--- src/rtl/serial_rx_pkg.sv ---
package serial_rx_pkg;

  localparam int MAX_BITS = 9;

  // One stored character with its own error flags
  typedef struct packed {
    logic [MAX_BITS-1:0] data;
    logic                frameErr;
    logic                parityErr;
    logic                overrun;
  } rxEntry_t;

  // Strobes from the controller to the datapath
  typedef struct packed {
    logic       startOk;
    logic       dataEn;
    logic [3:0] bitIdx;
    logic       parEn;
    logic       stopEn;
    logic       bitVal;
  } rxStrobe_t;

  typedef enum logic [2:0] {
    ST_IDLE,
    ST_START,
    ST_DATA,
    ST_PARITY,
    ST_STOP
  } rxState_t;

  function automatic logic [3:0] bitsForSize(input logic [2:0] code);
    if (code >= 3'd4) return 4'd9;
    return {1'b0, code} + 4'd5;
  endfunction

endpackage

--- src/rtl/serial_rx_ctrl.sv ---
module serial_rx_ctrl
  import serial_rx_pkg::*;
#(
  parameter int OVERSAMPLE = 16
) (
  input  logic       clk,
  input  logic       rstN,
  input  logic       rxEnable,
  input  logic       osTick,
  input  logic       rxLine,
  input  logic [2:0] charSize,
  input  logic [1:0] parityMode,
  output rxStrobe_t  strb
);

  localparam int CW      = $clog2(OVERSAMPLE);
  localparam int MID     = OVERSAMPLE / 2;
  localparam int LAST    = OVERSAMPLE - 1;
  localparam int STOP_AT = MID + 2;

  logic       syncA, rxS;
  rxState_t   state;
  logic [CW-1:0] tickCnt;
  logic [3:0] bitIdx;
  logic [2:0] votes;
  logic       majority;
  logic [3:0] nBits;
  logic       atLast, inVote;

  always_ff @(posedge clk) begin
    if (!rstN) begin
      syncA <= 1'b1;
      rxS   <= 1'b1;
    end else begin
      syncA <= rxLine;
      rxS   <= syncA;
    end
  end

  assign majority = (votes[0] & votes[1]) | (votes[0] & votes[2]) | (votes[1] & votes[2]);
  assign nBits    = bitsForSize(charSize);
  assign atLast   = (tickCnt == CW'(LAST));
  assign inVote   = (tickCnt == CW'(MID - 1)) || (tickCnt == CW'(MID)) || (tickCnt == CW'(MID + 1));

  always_comb begin
    strb        = '0;
    strb.bitIdx = bitIdx;
    strb.bitVal = majority;
    if (rxEnable && osTick) begin
      case (state)
        ST_START:  strb.startOk = atLast && !majority;
        ST_DATA:   strb.dataEn  = atLast;
        ST_PARITY: strb.parEn   = atLast;
        ST_STOP:   strb.stopEn  = (tickCnt == CW'(STOP_AT));
        default:   ;
      endcase
    end
  end

  always_ff @(posedge clk) begin
    if (!rstN || !rxEnable) begin
      state   <= ST_IDLE;
      tickCnt <= '0;
      bitIdx  <= '0;
      votes   <= 3'b111;
    end else if (osTick) begin
      if (state == ST_IDLE) begin
        if (!rxS) begin
          state   <= ST_START;
          tickCnt <= CW'(1);
        end
      end else begin
        tickCnt <= atLast ? '0 : tickCnt + CW'(1);
        if (inVote) votes <= {votes[1:0], rxS};
        case (state)
          ST_START: if (atLast) begin
            state  <= majority ? ST_IDLE : ST_DATA;
            bitIdx <= '0;
          end
          ST_DATA: if (atLast) begin
            if (bitIdx == nBits - 4'd1) state <= parityMode[1] ? ST_PARITY : ST_STOP;
            else bitIdx <= bitIdx + 4'd1;
          end
          ST_PARITY: if (atLast) state <= ST_STOP;
          ST_STOP: if (tickCnt == CW'(STOP_AT)) state <= ST_IDLE;
          default: state <= ST_IDLE;
        endcase
      end
    end
  end

  // only the first stop bit is examined, then the receiver idles
  p_stop_to_idle_r4: assert property (@(posedge clk) disable iff (!rstN)
    strb.stopEn |=> (state == ST_IDLE));

  // a start bit voted high sends the receiver back to idle
  p_false_start_r10: assert property (@(posedge clk) disable iff (!rstN)
    (rxEnable && osTick && state == ST_START && atLast && majority) |=> (state == ST_IDLE));

endmodule

--- src/rtl/serial_rx_dp.sv ---
module serial_rx_dp
  import serial_rx_pkg::*;
#(
  parameter int DEPTH = 2
) (
  input  logic       clk,
  input  logic       rstN,
  input  logic       rxEnable,
  input  rxStrobe_t  strb,
  input  logic [1:0] parityMode,
  input  logic       addrFilter,
  input  logic       rdPop,
  output rxEntry_t   headEntry,
  output logic       notEmpty
);

  localparam int PW = (DEPTH > 1) ? $clog2(DEPTH) : 1;
  localparam int CW = $clog2(DEPTH + 1);

  rxEntry_t            mem [DEPTH];
  logic [PW-1:0]       rdPtr, wrPtr;
  logic [CW-1:0]       count;
  logic [MAX_BITS-1:0] shreg;
  logic                parAcc, parRx;
  rxEntry_t            hold, newEntry;
  logic                holdValid, lostPending;
  logic                full, popOk, pushOk, keepFrame, dropHold;

  function automatic logic [PW-1:0] nextPtr(input logic [PW-1:0] p);
    return (p == PW'(DEPTH - 1)) ? '0 : p + PW'(1);
  endfunction

  assign full      = (count == CW'(DEPTH));
  assign notEmpty  = (count != '0);
  assign popOk     = rdPop && notEmpty;
  assign pushOk    = holdValid && (!full || popOk);
  assign keepFrame = strb.stopEn && !(addrFilter && !shreg[MAX_BITS-1]);
  assign dropHold  = strb.startOk && holdValid && !pushOk;

  always_comb begin
    newEntry.data      = shreg;
    newEntry.frameErr  = !strb.bitVal;
    newEntry.parityErr = parityMode[1] && ((parAcc ^ parRx) != parityMode[0]);
    newEntry.overrun   = lostPending;
  end

  always_ff @(posedge clk) begin
    if (pushOk) mem[wrPtr] <= hold;
  end

  always_ff @(posedge clk) begin
    if (!rstN) begin
      shreg       <= '0;
      parAcc      <= 1'b0;
      parRx       <= 1'b0;
      rdPtr       <= '0;
      wrPtr       <= '0;
      count       <= '0;
      hold        <= '0;
      holdValid   <= 1'b0;
      lostPending <= 1'b0;
    end else if (!rxEnable) begin
      rdPtr       <= '0;
      wrPtr       <= '0;
      count       <= '0;
      holdValid   <= 1'b0;
      lostPending <= 1'b0;
    end else begin
      if (strb.startOk) begin
        shreg  <= '0;
        parAcc <= 1'b0;
      end
      if (strb.dataEn) begin
        shreg  <= shreg | (MAX_BITS'(strb.bitVal) << strb.bitIdx);
        parAcc <= parAcc ^ strb.bitVal;
      end
      if (strb.parEn) parRx <= strb.bitVal;
      if (pushOk) wrPtr <= nextPtr(wrPtr);
      if (popOk)  rdPtr <= nextPtr(rdPtr);
      count <= count + CW'(pushOk) - CW'(popOk);
      if (keepFrame) begin
        hold        <= newEntry;
        holdValid   <= 1'b1;
        lostPending <= 1'b0;
      end else if (pushOk || dropHold) begin
        holdValid <= 1'b0;
      end
      if (dropHold) lostPending <= 1'b1;
    end
  end

  assign headEntry = mem[rdPtr];

  // the FIFO never holds more than DEPTH characters
  p_count_bound_r3: assert property (@(posedge clk) disable iff (!rstN)
    count <= CW'(DEPTH));

  // a character can only be lost while the FIFO is full
  p_loss_needs_full_r3: assert property (@(posedge clk) disable iff (!rstN)
    $rose(lostPending) |-> ($past(count) == CW'(DEPTH)));

  // a disabled receiver keeps nothing
  p_disable_flush_r2: assert property (@(posedge clk) disable iff (!rstN)
    !rxEnable |=> (count == '0 && !holdValid));

  // a filtered frame never reaches the holding register
  p_filter_drop_r7: assert property (@(posedge clk) disable iff (!rstN)
    (strb.stopEn && addrFilter && !shreg[MAX_BITS-1]) |=> !holdValid);

endmodule

--- src/rtl/serial_rx.sv ---
module serial_rx
  import serial_rx_pkg::*;
#(
  parameter int OVERSAMPLE = 16,
  parameter int DEPTH      = 2
) (
  input  logic       clk,
  input  logic       rstN,
  input  logic       osTick,
  input  logic       rxLine,
  input  logic       rxEnable,
  input  logic [2:0] charSize,
  input  logic [1:0] parityMode,
  input  logic       addrFilter,
  input  logic       rdPop,
  input  logic       rxIrqEn,
  input  logic       globalIrqEn,
  output logic [7:0] rdData,
  output logic       rdBit8,
  output logic       rxReady,
  output logic       frameErr,
  output logic       parityErr,
  output logic       overrun,
  output logic       rxIrq
);

  rxStrobe_t strb;
  rxEntry_t  headEntry;
  logic      notEmpty;

  serial_rx_ctrl #(.OVERSAMPLE(OVERSAMPLE)) u_ctrl (
    .clk        (clk),
    .rstN       (rstN),
    .rxEnable   (rxEnable),
    .osTick     (osTick),
    .rxLine     (rxLine),
    .charSize   (charSize),
    .parityMode (parityMode),
    .strb       (strb)
  );

  serial_rx_dp #(.DEPTH(DEPTH)) u_dp (
    .clk        (clk),
    .rstN       (rstN),
    .rxEnable   (rxEnable),
    .strb       (strb),
    .parityMode (parityMode),
    .addrFilter (addrFilter),
    .rdPop      (rdPop),
    .headEntry  (headEntry),
    .notEmpty   (notEmpty)
  );

  assign rxReady   = notEmpty;
  assign rdData    = notEmpty ? headEntry.data[7:0] : 8'h00;
  assign rdBit8    = notEmpty & headEntry.data[8];
  assign frameErr  = notEmpty & headEntry.frameErr;
  assign parityErr = notEmpty & headEntry.parityErr;
  assign overrun   = notEmpty & headEntry.overrun;
  assign rxIrq     = rxIrqEn & globalIrqEn & notEmpty;

endmodule

--- config.mk ---
export PLATFORM = sky130hd
export DESIGN_NAME = serial_rx
export DESIGN_NICKNAME = d
export VERILOG_FILES = /design/src/rtl/serial_rx_pkg.sv /design/src/rtl/serial_rx_ctrl.sv /design/src/rtl/serial_rx_dp.sv /design/src/rtl/serial_rx.sv
export SDC_FILE = /design/constraint.sdc
export NUM_CORES = 1
export LEC_CHECK = 0
export BUFFER_PORTS_ARGS = -buffer_cell sky130_fd_sc_hd__buf_2
export CORE_MARGIN = 1.5
export CORE_UTILIZATION = 40
export CTS_BUF_LIST = sky130_fd_sc_hd__clkbuf_16
export DETAILED_ROUTE_END_ITERATION = 6
export HOLD_SLACK_MARGIN = 0.1
export MAX_ROUTING_LAYER = met4
export SYNTH_ARGS = -nofsm -noshare
export SYNTH_HDL_FRONTEND = slang
export SYNTH_SLANG_ARGS = --single-unit
--- constraint.sdc ---
create_clock -name clk -period 3.1 [get_ports clk]
set_clock_uncertainty 0.2 [all_clocks]
set_input_delay 0.31 -clock clk [delete_from_list [all_inputs] [get_ports clk]]
set_output_delay 0.31 -clock clk [all_outputs]
set_load 0.02 [all_outputs]
Word level (Yosys, flattened, before mapping) --
Memory sizes are Yosys's and may differ from the RTL's. A register that Yosys moved wholly into a read port is not among the register bits. Cells that the tools add are included.
Storage, ports and cells: bits in registers 45, memory bits (writable) 24, bits of input ports 14, output and inout port bits 14, word-level logic and storage cells 141, memories 1
Memory list:
- u_dp.mem | depth 2, width 12, rd ports 1, clocked after memory_dff 1, write ports 1, RTL line serial_rx_dp.sv:20 | rxEntry_t mem [DEPTH];
Cells by class: add/sub/neg operators 8, order comparisons 1, equal/unequal tests 21, shift-type cells 1, muxes and demuxes 41, bitwise operators 15, reductions and logical operators 35
Operator list (number):
- 2-to-1 mux 4 bit | 8
- 2-to-1 mux 3 bit | 8
- 2-to-1 mux 9 bit | 2
- 2-to-1 mux 1 bit | 17
- == test 4 bit (second input constant) | 4
- inequality test 3 x 1 -> 1 bit (second input constant) | 5
- one-hot mux 3 bit (4 select lines) | 1
- AND reduction 2 bit | 5
- nonzero test 2 bit | 5
- bitwise AND 1 bit | 9
- logical AND 1 bit | 9
- OR 9 bit | 1
- left shift 1 x 4 -> 9 bit | 1
- adder 4 x 1 -> 4 bit (second input constant) | 2
- 2-to-1 mux 8 bit | 1
- one-hot mux 4 bit (2 select lines) | 1
- zero test 1 bit | 7
- AND reduction 7 bit | 1
- == test 3 x 2 -> 1 bit (second input constant) | 2
- 2-to-1 mux 2 bit | 3
- AND reduction 6 bit | 1
- logical OR 1 bit | 5
- adder 3 x 3 -> 4 bit (second input constant) | 1
- == test 4 x 3 -> 1 bit (second input constant) | 1
- other kinds (17) | 22

Logic depth before layout (Yosys ltp) --
Gate-level depths: netlist (run 1).
word-level depth 12, depth in mapped cells 9, depth with buffers taken out 9

Modules after synthesis --
A second synthesis (run 1) with hierarchy kept.
Second synthesis, totals: cell total of the unflattened synthesis 347, area total of the unflattened synthesis 3515.9 µm²
By module, submodules not included:
- serial_rx_dp | instances 1, cells each 185, area each 2228.4 µm², sequential area each 1321.3 µm²
- serial_rx_ctrl | instances 1, cells each 148, area each 1183.6 µm², sequential area each 320.3 µm²
- serial_rx | instances 1, cells each 14, area each 103.8 µm², sequential area each 0.0 µm²

Least setup slack after synthesis (run 1) --
Ideal clock, no wire load.
path kind register to register, start register u_dp.count[1], end register u_dp.count[1], setup time 0.128 ns, arrival 1.666 ns, data required time 2.772 ns, slack 1.107 ns, cell stages (with the launch flop) 10, path buffers 0, period minus slack after synthesis 1.993 ns, path through dfxtp_1 nor2_1 inv_1 and2_1 ha_1 inv_1 ha_1 xor2_1 xnor2_1 nor2_1
On the way: word-level cells in the longest chain between the ends 6, elaborated cells between the ends (all ways) 8, those cells by class 2 x add/sub; 1 x eq/ne; 5 x reduce/logical
RTL lines:
- start, declared | RTL line serial_rx_dp.sv:22 | logic [CW-1:0] count;
- start signal, assigned | RTL line serial_rx_dp.sv:80 | count <= count + CW'(pushOk) - CW'(popOk);
- nonzero test 2 bit * | RTL line serial_rx_dp.sv:34 | assign notEmpty = (count != '0);
- net rxReady | RTL line serial_rx.sv:20 | output logic rxReady,
- logical AND 1 bit * | RTL line serial_rx_dp.sv:35 | assign popOk = rdPop && notEmpty;
- net u_dp.popOk | RTL line serial_rx_dp.sv:27 | logic full, popOk, pushOk, keepFrame, dropHold;
- logical OR 1 bit | RTL line serial_rx_dp.sv:36 | assign pushOk = holdValid && (!full || popOk);
- logical AND 1 bit | RTL line serial_rx_dp.sv:36
- adder 2 x 1 -> 2 bit | RTL line serial_rx_dp.sv:80
- subtractor 2 x 1 -> 2 bit * | RTL line serial_rx_dp.sv:80
Mark *: on every way through the listed nets, which the timed path passes. The rest lies on a longest branch. A chain may end at the register's enable or synchronous reset.

Worst setup path in the final report (run 1) --
start register u_ctrl.tickCnt[0], end register u_dp.hold[1] (netlist bit)
On the way: word-level cells in the longest chain between the ends 5
RTL lines:
- start, declared | RTL line serial_rx_ctrl.sv:23 | logic [CW-1:0] tickCnt;
- start signal, assigned | RTL line serial_rx_ctrl.sv:73 | tickCnt <= atLast ? '0 : tickCnt + CW'(1);
- == test 4 bit | RTL line serial_rx_ctrl.sv:54 | ST_STOP: strb.stopEn = (tickCnt == CW'(STOP_AT));
- 2-to-1 mux 1 bit | RTL line serial_rx_ctrl.sv:50 | case (state)
- 2-to-1 mux 2 bit | RTL line serial_rx_ctrl.sv:49 | if (rxEnable && osTick) begin
- logical AND 1 bit | RTL line serial_rx_dp.sv:37 | assign keepFrame = strb.stopEn && !(addrFilter && !shreg[MAX_BITS-1]);
- AND reduction 2 bit (no source line)
- end signal, assigned | RTL line serial_rx_dp.sv:82 | hold <= newEntry;
- end, declared | RTL line serial_rx_dp.sv:25 | rxEntry_t hold, newEntry;
Every way passes these cells.

==> results of run 1 <==
how the worst max path moves through the flow:
| stage | cells past startpoint | slack [ps] | from | end |
|---|---|---|---|---|
| finish | 7 | 810 | u_ctrl.tickCnt[0] | u_dp.hold[1] |
| global route | 7 | 620 | u_ctrl.tickCnt[0] | u_dp.hold[1] |
| CTS | 7 | 780 | u_ctrl.tickCnt[0] | u_dp.hold[1] |
| detailed placement | 7 | 810 | u_ctrl.tickCnt[0] | u_dp.hold[1] |
| global placement | 7 | 900 | u_ctrl.tickCnt[0] | u_dp.hold[1] |
| floorplan | 9 | 1110 | u_dp.count[1] | u_dp.count[1] |
synthesized netlist by cell type (2+ instances only):
cell type,count
a21oi_1,11
o21ai_0,7
and3_1,6
nor2_1,28
a31oi_1,2
xor2_1,5
a22oi_1,6
a21boi_1,4
nand3b_1,3
inv_1,11
clkbuf_1,8
nor3_1,3
xnor2_1,4
nand4_1,4
or2_0,2
nor2b_1,16
buf_1,2
nand2b_1,5
nor3b_1,3
edfxtp_1,24
nand4b_1,2
or3_1,4
nand3_1,13
nor4_1,2
ha_1,7
mux2i_1,22
and3b_1,2
and2_1,3
a21boi_0,3
nand2_1,25
o41ai_1,2
buf_2,3
dfxtp_1,46
layout by cell type, fill, tap and decap left out, types with 4 or more instances in the layout:
cell type and count:
xor2_1 5, nand4_1 4, edfxtp_1 24, mux2i_1 22, nor2_1 28, and3_1 6
or3_1 4, nor2b_1 16, ha_1 7, a21oi_1 11, a21boi_1 4, nand3_1 13
inv_1 11, o21ai_0 7, nand2b_1 5, clkbuf_16 9, xnor2_1 4, dfxtp_1 46
a22oi_1 6, nand2_1 25, buf_2 27
metrics by stage:
step,total power [mW],worst slack [ps],cells,hold WS (ps)
floorplan,0.986,1110,306,186
global placement,1.00,901,424,198
detailed placement,1.00,805,424,205
CTS,2.13,781,442,158
global route,2.18,621,442,207
finish,2.10,807,442,152
where the power goes:
group	internal [mW]	switching, mW	total (mW)
Clock	0.713	0.400	1.11
Sequential	0.944	0.00140	0.946
Combinational	0.0172	0.0214	0.0386
Total	1.67	0.423	2.10
area by class of cell:
| type | count | share of cell area |
|---|---|---|
| clock buffers | 9 | 0.0607 |
| inverters | 11 | 0.0111 |
| well taps | 102 | 0.0344 |
| flip-flops and latches | 70 | 0.442 |
| repair buffers | 32 | 0.0479 |
| multi-input cells | 211 | 0.376 |
| clock inverters | 7 | 0.0276 |
cell families after synthesis:
family	Yosys count	share of synthesized area
buffers and inverters	25	0.0335
AOI/OAI and AO/OA	44	0.0936
DFF	70	0.522
adders and majority gates	8	0.0311
xor gates and xnor gates	9	0.0251
and+or+nand+nor	128	0.224
muxes	22	0.0701
state kept, by name, indices dropped and copies added, names as in the netlist, named ones only:
| name | cells |
|---|---|
| u_dp.hold | 12 |
| u_dp.count | 2 |
| u_dp.rdPtr | 1 |
| u_dp.shreg | 9 |
| u_dp.lostPending | 1 |
| u_ctrl.syncA | 1 |
| u_dp.parAcc | 1 |
| u_dp.mem | 24 |
| u_ctrl.rxS | 1 |
| u_ctrl.state | 3 |
| u_dp.parRx | 1 |
| u_ctrl.tickCnt | 4 |
| u_dp.holdValid | 1 |
| u_dp.wrPtr | 1 |
| u_ctrl.votes | 3 |
| u_ctrl.bitIdx | 4 |
timing repair:
item / in CTS / in global routing
hold buffers: 2 / 0
hold endpoints to repair: 2 / 0
buffers inserted: 0 / 0
worst max-delay path, delay by kind of cell, from the launching register on:
kind,cells,cell delay (ps)
fa+ha+maj,1,170
buf+inv,1,140
compound gates,1,140
flops,1,330
simple gates,4,1250
layer usage:
metal,vias up,GRT usage
met3,6,0.0456
li1,1149,-
met5,-,-
met1,1013,0.192
met2,24,0.238
met4,0,0.0651
==> flow_summary.ini, run 1 <==
[status]
status = completed

[finish]
antenna_cells = 0
area_growth_syn_to_layout_pct = 18.1
fin_nets = 356
area.sequential_sq_um = 1640
drive_gt1_frac = 0.156
multi_input_area_sq_um = 1400
final_area_sq_um = 3710
final_util = 0.485
fillerInstances = 741

[clocking]
clk_pin_slew_ps = 60
clock-sinks = 70
cts_tree = built
h-tree-depth = 3
cts_resized = 0
clock_path_buffers = 2
cts_made_buffers = 9
cts_root_buf = clkbuf_16
insertion_delay_ps = 330

[timing]
finalSetupTns_ps = 0
rsz0062_at_grt = false
setup_viol = 0
tightest_slew_ps = 1020
fmax_mhz = 436
finalHoldViolations = 0
fin_crit_ps = 2290
period_share = 0.740
relSlewSlack = 0.314
drv_slew = 0

[yosys]
synth_cells = 306
yosysTopAreaCell = dfxtp_1
synth_area_leaders = dfxtp_1, edfxtp_1, mux2i_1, nor2_1, nor2b_1
yosys_warnings = 0
syn_area_sq_um = 3140
syn-num-nets = 327
ys.flop_type = dfxtp_1
synth_edf_count = 24
yosysUniqueCellTypes = 51
synth_top_area_share = 0.293
synth_seq_cells = 70
synthArstFlopShare = 0
syn_avg_cell_area_sq_um = 10.3
seq_area_frac_synth = 0.523

[routing]
dr.pass1.iters = 4
dr_wl_met2_microns = 2600
drc = 0
routed_via_density = 4.96
drtIter0Drc = 104
top_layer_used = met4
ant_nets = 0
routed_wl_microns = 5680
m1WireLength_microns = 2830
post_drt_wl_per_cell_microns = 12.8
vias = 2192
wl_met3_microns = 159

[place]
gp_congestion = 0.782
hpwlAfterDp_microns = 3870
placed_area_sq_um = 3360
portBuffers = 27

[min_path]
hold_depth = 2
min_to = u_ctrl.rxS
holdCritStartpoint = rstN
hp-class = in -> reg

[critical_path]
cpPeakStageDelay_ps = 440
r2r_start = u_ctrl.tickCnt[0]
cp.required_ps = 3160
criticalPathCategory = reg -> reg
cp-end-kind = flop
crit_arrival_ps = 2360
crit_chain = inv_1, ha_1, nand3b_1, nor4_2, nand3_4, or3_1, a21boi_1
r2r-end = u_dp.hold[1]
start_kind = flop
reg2reg_slack_ps = 810
r2r_cells = 7
cp_slowest_cell = or3_1
crit_path_max_fanout = 16

[pwr]
p_per_area_nw_per_um2 = 565
p_leak_nw = 1.47
peakVddDrop_v = 0.000312

[global_route]
grt_start_max_net_pins = 30
grt_use_total = 0.155
grt_pass1_wl_microns = 9890
first_global_vias = 2115
antenna_found_initial = 0
overflow = 0

[die]
die_h_microns = 91.6
ios = 28
die_area_sq_um = 8400
initial_utilization = 0.411
core-area_sq_um = 7650
rows = 32
die_x_microns = 91.6

[job]
maxCapViolations = 0
Note: power is estimated with default switching activity, not from simulation.
==> run 2, diff against run 1 <==
Clock period 3.1 ns to 1.95 ns, I/O delays scaled along.
==> run 2 against run 1 <==
Compared with the run above: clock power up 69%; non-clock buffer count up 30; utilization up 3.8 points; hold slack worse by 39 ps; maximum frequency up 19%; final area up 7.9%; sequential power up 59%; sequential share of layout area down 3.2 points; first-iteration DRC count down 19%; cell count up 6.8%; largest cell class unchanged; highest routed layer unchanged.
==> flow_summary.ini, run 2 (synthesis gave the netlist of run 1 again) <==
[status]
status = completed

[die]
die_x_microns = 91.6
core-area_sq_um = 7650
die_area_sq_um = 8400
ios = 28
die_h_microns = 91.6
rows = 32
initial_utilization = 0.411

[finish]
top_register = u_dp.mem
largest_reg_flops = 24
fin_nets = 386
fillerInstances = 696
final_common_cell = dfxtp_1
largestRegisters = u_dp.mem x24, u_dp.hold x12, u_dp.shreg x9
drive_gt1_frac = 0.241
final_cell_mix = dfxtp_1, buf_4, nor2_1, buf_2, nand2_1
final_cells = 472
antenna_cells = 0
area_growth_syn_to_layout_pct = 27.5

[min_path]
hp-class = in -> reg

[timing]
timing.final.ws_setup_ps = 18.8
fin_crit_ps = 1930
tightest_slew_ps = 542
setup_viol = 0
finalSetupTns_ps = 0
finalHoldViolations = 0
fmax_mhz = 518
drv_slew = 0
relSlewSlack = 0.636
rsz0062_at_grt = true
period_share = 0.990

[pwr]
p_per_area_nw_per_um2 = 863
p_leak_nw = 1.63
peakVddDrop_v = 0.000491

[clocking]
cts_made_buffers = 9
clock-sinks = 70
clock_path_buffers = 2
h-tree-depth = 3
clk_pin_slew_ps = 60
cts_tree = built
insertion_delay_ps = 330
cts_root_buf = clkbuf_16

[global_route]
overflow = 0
grt_start_max_net_pins = 25
grt_pass1_wl_microns = 10600
first_global_vias = 2316
grt_use_total = 0.168
antenna_found_initial = 0

[critical_path]
start_kind = flop
crit_path_max_fanout = 4
criticalPathCategory = reg -> reg
cp.required_ps = 2010
cp-end-kind = flop
crit_arrival_ps = 2000

[routing]
drc = 0
ant_nets = 0
vias = 2364
drtIter0Drc = 84
dr.pass1.iters = 4
routed_wl_microns = 6220
routed_via_density = 5.01
post_drt_wl_per_cell_microns = 13.2

[place]
hpwlAfterDp_microns = 4370
dp_slack_ps = 30.4
gp_congestion = 0.841
dp.cells = 449
portBuffers = 27

[job]
maxCapViolations = 0
-- run 2: report_power, final --
part,switching [mW],internal (mW)
clock network,0.626,1.25
registers,0.00123,1.50
logic,0.0384,0.0359
total,0.665,2.79
-- run 2: final cells by class --
type / instances / area (sq um) / share of cell area
timing repair buffer: 62 / 418 / 0.104
multi-input combinational: 211 / 1430 / 0.357
sequential: 70 / 1640 / 0.410
clock inverter: 7 / 120 / 0.0300
inverter: 11 / 41.3 / 0.0103
tap: 102 / 128 / 0.0319
clock buffer: 9 / 225 / 0.0562
-- run 2: worst max-delay path, stage by stage, from the launching register on --
cell and delay, ps:
dfxtp_2 330, inv_2 50, ha_1 130, nand3b_1 150, nor4_4 390, nand3_4 140
or3_4 340, a21boi_1 130
-- run 2: layer usage --
metal	share of wire	up-vias	global-route usage
li1	-	1208	-
met1	0.47	1100	0.193
met2	0.48	44	0.274
met3	0.034	12	0.0456
met4	0.014	0	0.0742
met5	0	-	-
-- run 2: what timing repair did --
item | 4_1_cts | 5_1_grt
buffers inserted | 0 | 2
hold endpoints to repair | 8 | 0
hold buffers | 5 | 0
gates resized for setup | 0 | 10
setup endpoints to repair | 0 | 20
-- run 2: path summary, 6_finish.rpt --
path                          start      endpoint  slack, ps  depth (start not counted)
setup reg to reg  u_ctrl.tickCnt[0]  u_dp.hold[1]         20                          7
hold reg to reg        u_ctrl.syncA    u_ctrl.rxS        230                          1
setup / recovery  u_ctrl.tickCnt[0]  u_dp.hold[1]         20                          7
hold / removal        parityMode[1]  u_dp.hold[1]        110                          4
-- run 2: through the flow --
stage	power, mW	cell area [sq um]	hold WS (ps)	utilization
after floorplan	1.57	3150	96.5	-
after global placement	1.60	3560	187	0.466
after detailed placement	1.60	3560	196	0.466
after CTS	3.49	3960	101	0.518
after global routing	3.57	4010	128	0.524
final	3.46	4010	114	0.524
==> run 3, diff against run 2 <==
Settings changed: CORE_UTILIZATION 40 to 50, PLACE_DENSITY set to 0.71.
==> run 3 against run 2 <==
Compared with the run above: setup slack worse by 51 ps; largest power group unchanged; via count decreased by 1.1%; highest routed layer unchanged; final area barely moved; power decreased by 0.45%; global-route usage up 4.2 points; first-iteration DRC count rose by 32%; maximum frequency down 2.5%; largest cell class unchanged; non-clock buffer count is the same; combinational power decreased by 2.8%; register-to-register slack got worse by 50 ps; the flow now finishes with violations (setup timing); routed wire length down 2.1%.
==> flow_summary.ini, run 3 (synthesis gave the netlist of run 1 again) <==
[die]
die_x_microns = 82.3
core-area_sq_um = 5990
die_h_microns = 82.3
rows = 28
die_area_sq_um = 6770
ios = 28
initial_utilization = 0.524

[critical_path]
path_common_cell = or3_4
crit_path_max_fanout = 5
crit_chain = ha_2, and3_1, nand2_1, or3_4, or3_4, a21oi_2
cp_slowest_cell = or3_4
criticalPathCategory = reg -> reg
cp.required_ps = 2010
crit_arrival_ps = 2040
r2r_start = u_ctrl.tickCnt[1]
crit_start = u_ctrl.tickCnt[1]
r2r-end = u_ctrl.bitIdx[1]
start_kind = flop
cpPeakStageDelay_ps = 390
r2r_cells = 6
cp-end-kind = flop
reg2reg_slack_ps = -30
worstSetupEndpoint = u_ctrl.bitIdx[1]

[finish]
largest_reg_flops = 24
area_growth_syn_to_layout_pct = 27.4
final_common_cell = dfxtp_1
antenna_cells = 0
drive_gt1_frac = 0.249
top_register = u_dp.mem
fillerInstances = 458
final_cell_mix = dfxtp_1, buf_4, nor2_1, buf_2, nand2_1
fin_nets = 386
final_cells = 445
largestRegisters = u_dp.mem x24, u_dp.hold x12, u_dp.shreg x9

[place]
dp_slack_ps = -26.7
dp.cells = 424
portBuffers = 27
gp_congestion = 0.844
hpwlAfterDp_microns = 4270

[timing]
period_share = 1.02
timing.final.ws_setup_ps = -31.7
tightest_slew_ps = 429
drv_slew = 0
setup_viol = 1
fmax_mhz = 505
relSlewSlack = 0.706
fin_crit_ps = 1980
finalHoldViolations = 0
rsz0062_at_grt = true

[routing]
post_drt_wl_per_cell_microns = 13.7
dr.pass1.iters = 4
routed_via_density = 5.26
drc = 0
vias = 2339
routed_wl_microns = 6090
ant_nets = 0
drtIter0Drc = 111

[status]
status = complete, but fails checks
violations = setup timing

[clocking]
clk_pin_slew_ps = 60
clock_path_buffers = 2
insertion_delay_ps = 330
cts_made_buffers = 9
cts_root_buf = clkbuf_16
h-tree-depth = 3
cts_tree = built
clock-sinks = 70

[pwr]
peakVddDrop_v = 0.000557
p_per_area_nw_per_um2 = 860
finalPower_mw = 3.44
p_leak_nw = 1.63

[global_route]
grt_start_max_net_pins = 28
grt_use_total = 0.210
overflow = 0
first_global_vias = 2344
grt_pass1_wl_microns = 10400
antenna_found_initial = 0

[job]
maxCapViolations = 0

[min_path]
hp-class = in -> reg
[run 3: worst min path at each step]
stage | depth (start not counted) | to | slack [ps] | startpoint
CTS | 4 | flop | 110 | rdPop
floorplan | 1 | u_ctrl.syncA | 100 | rxLine
finish | 4 | flop | 130 | rdPop
global placement | 2 | u_ctrl.syncA | 180 | rxLine
global route | 4 | flop | 150 | rdPop
detailed placement | 2 | u_ctrl.syncA | 190 | rxLine
[run 3: routing by layer]
metal,global-route usage,up-vias,routed length (microns)
li1,-,1209,-
met1,0.236,1078,2640
met2,0.359,42,3140
met3,0.0341,10,182
met4,0.108,0,126
met5,-,-,0
[run 3: worst max-delay path: cells and delay by family (launching register included)]
kind | cells | cell delay [ps]
AND/OR/NAND/NOR | 4 | 1030
flip-flops | 1 | 340
adder cells (fa/ha/maj) | 1 | 180
AO/OA/AOI/OAI | 1 | 150
[run 3: timing repair]
item,4_1_cts,5_1_grt
pin swaps,0,3
cloned,0,0
resized for setup,2,9
endpoints found under the hold margin,7,0
setup endpoints to repair,2,22
buffers inserted,0,1
hold buffers,4,0
[run 3: per-stage QoR]
step                area (sq um)  hold WS [ps]  setup TNS, ps   util
floorplan                   3150          96.5          -9.02      -
global placement            3560           183              0  0.594
detailed placement          3560           195          -26.7  0.594
CTS                         3950           114              0  0.659
global route                4000           153           -468  0.668
finish                      4000           127          -31.7  0.668
[run 3: cell type report]
class                   count  area, sq um  area share
clock buffers               9          225      0.0563
clock inverters             7          120      0.0300
inverters                  11         41.3      0.0103
multi-input cells         211         1450       0.363
flip-flops and latches     70         1640       0.411
well taps                  75         93.8      0.0235
repair buffers             62          424       0.106
[run 3: power by group]
group          switching, mW  leakage (nW)  internal, mW
logic                 0.0370         0.816        0.0352
registers            0.00122         0.651          1.50
clock network          0.612         0.166          1.25
total                  0.651          1.63          2.79
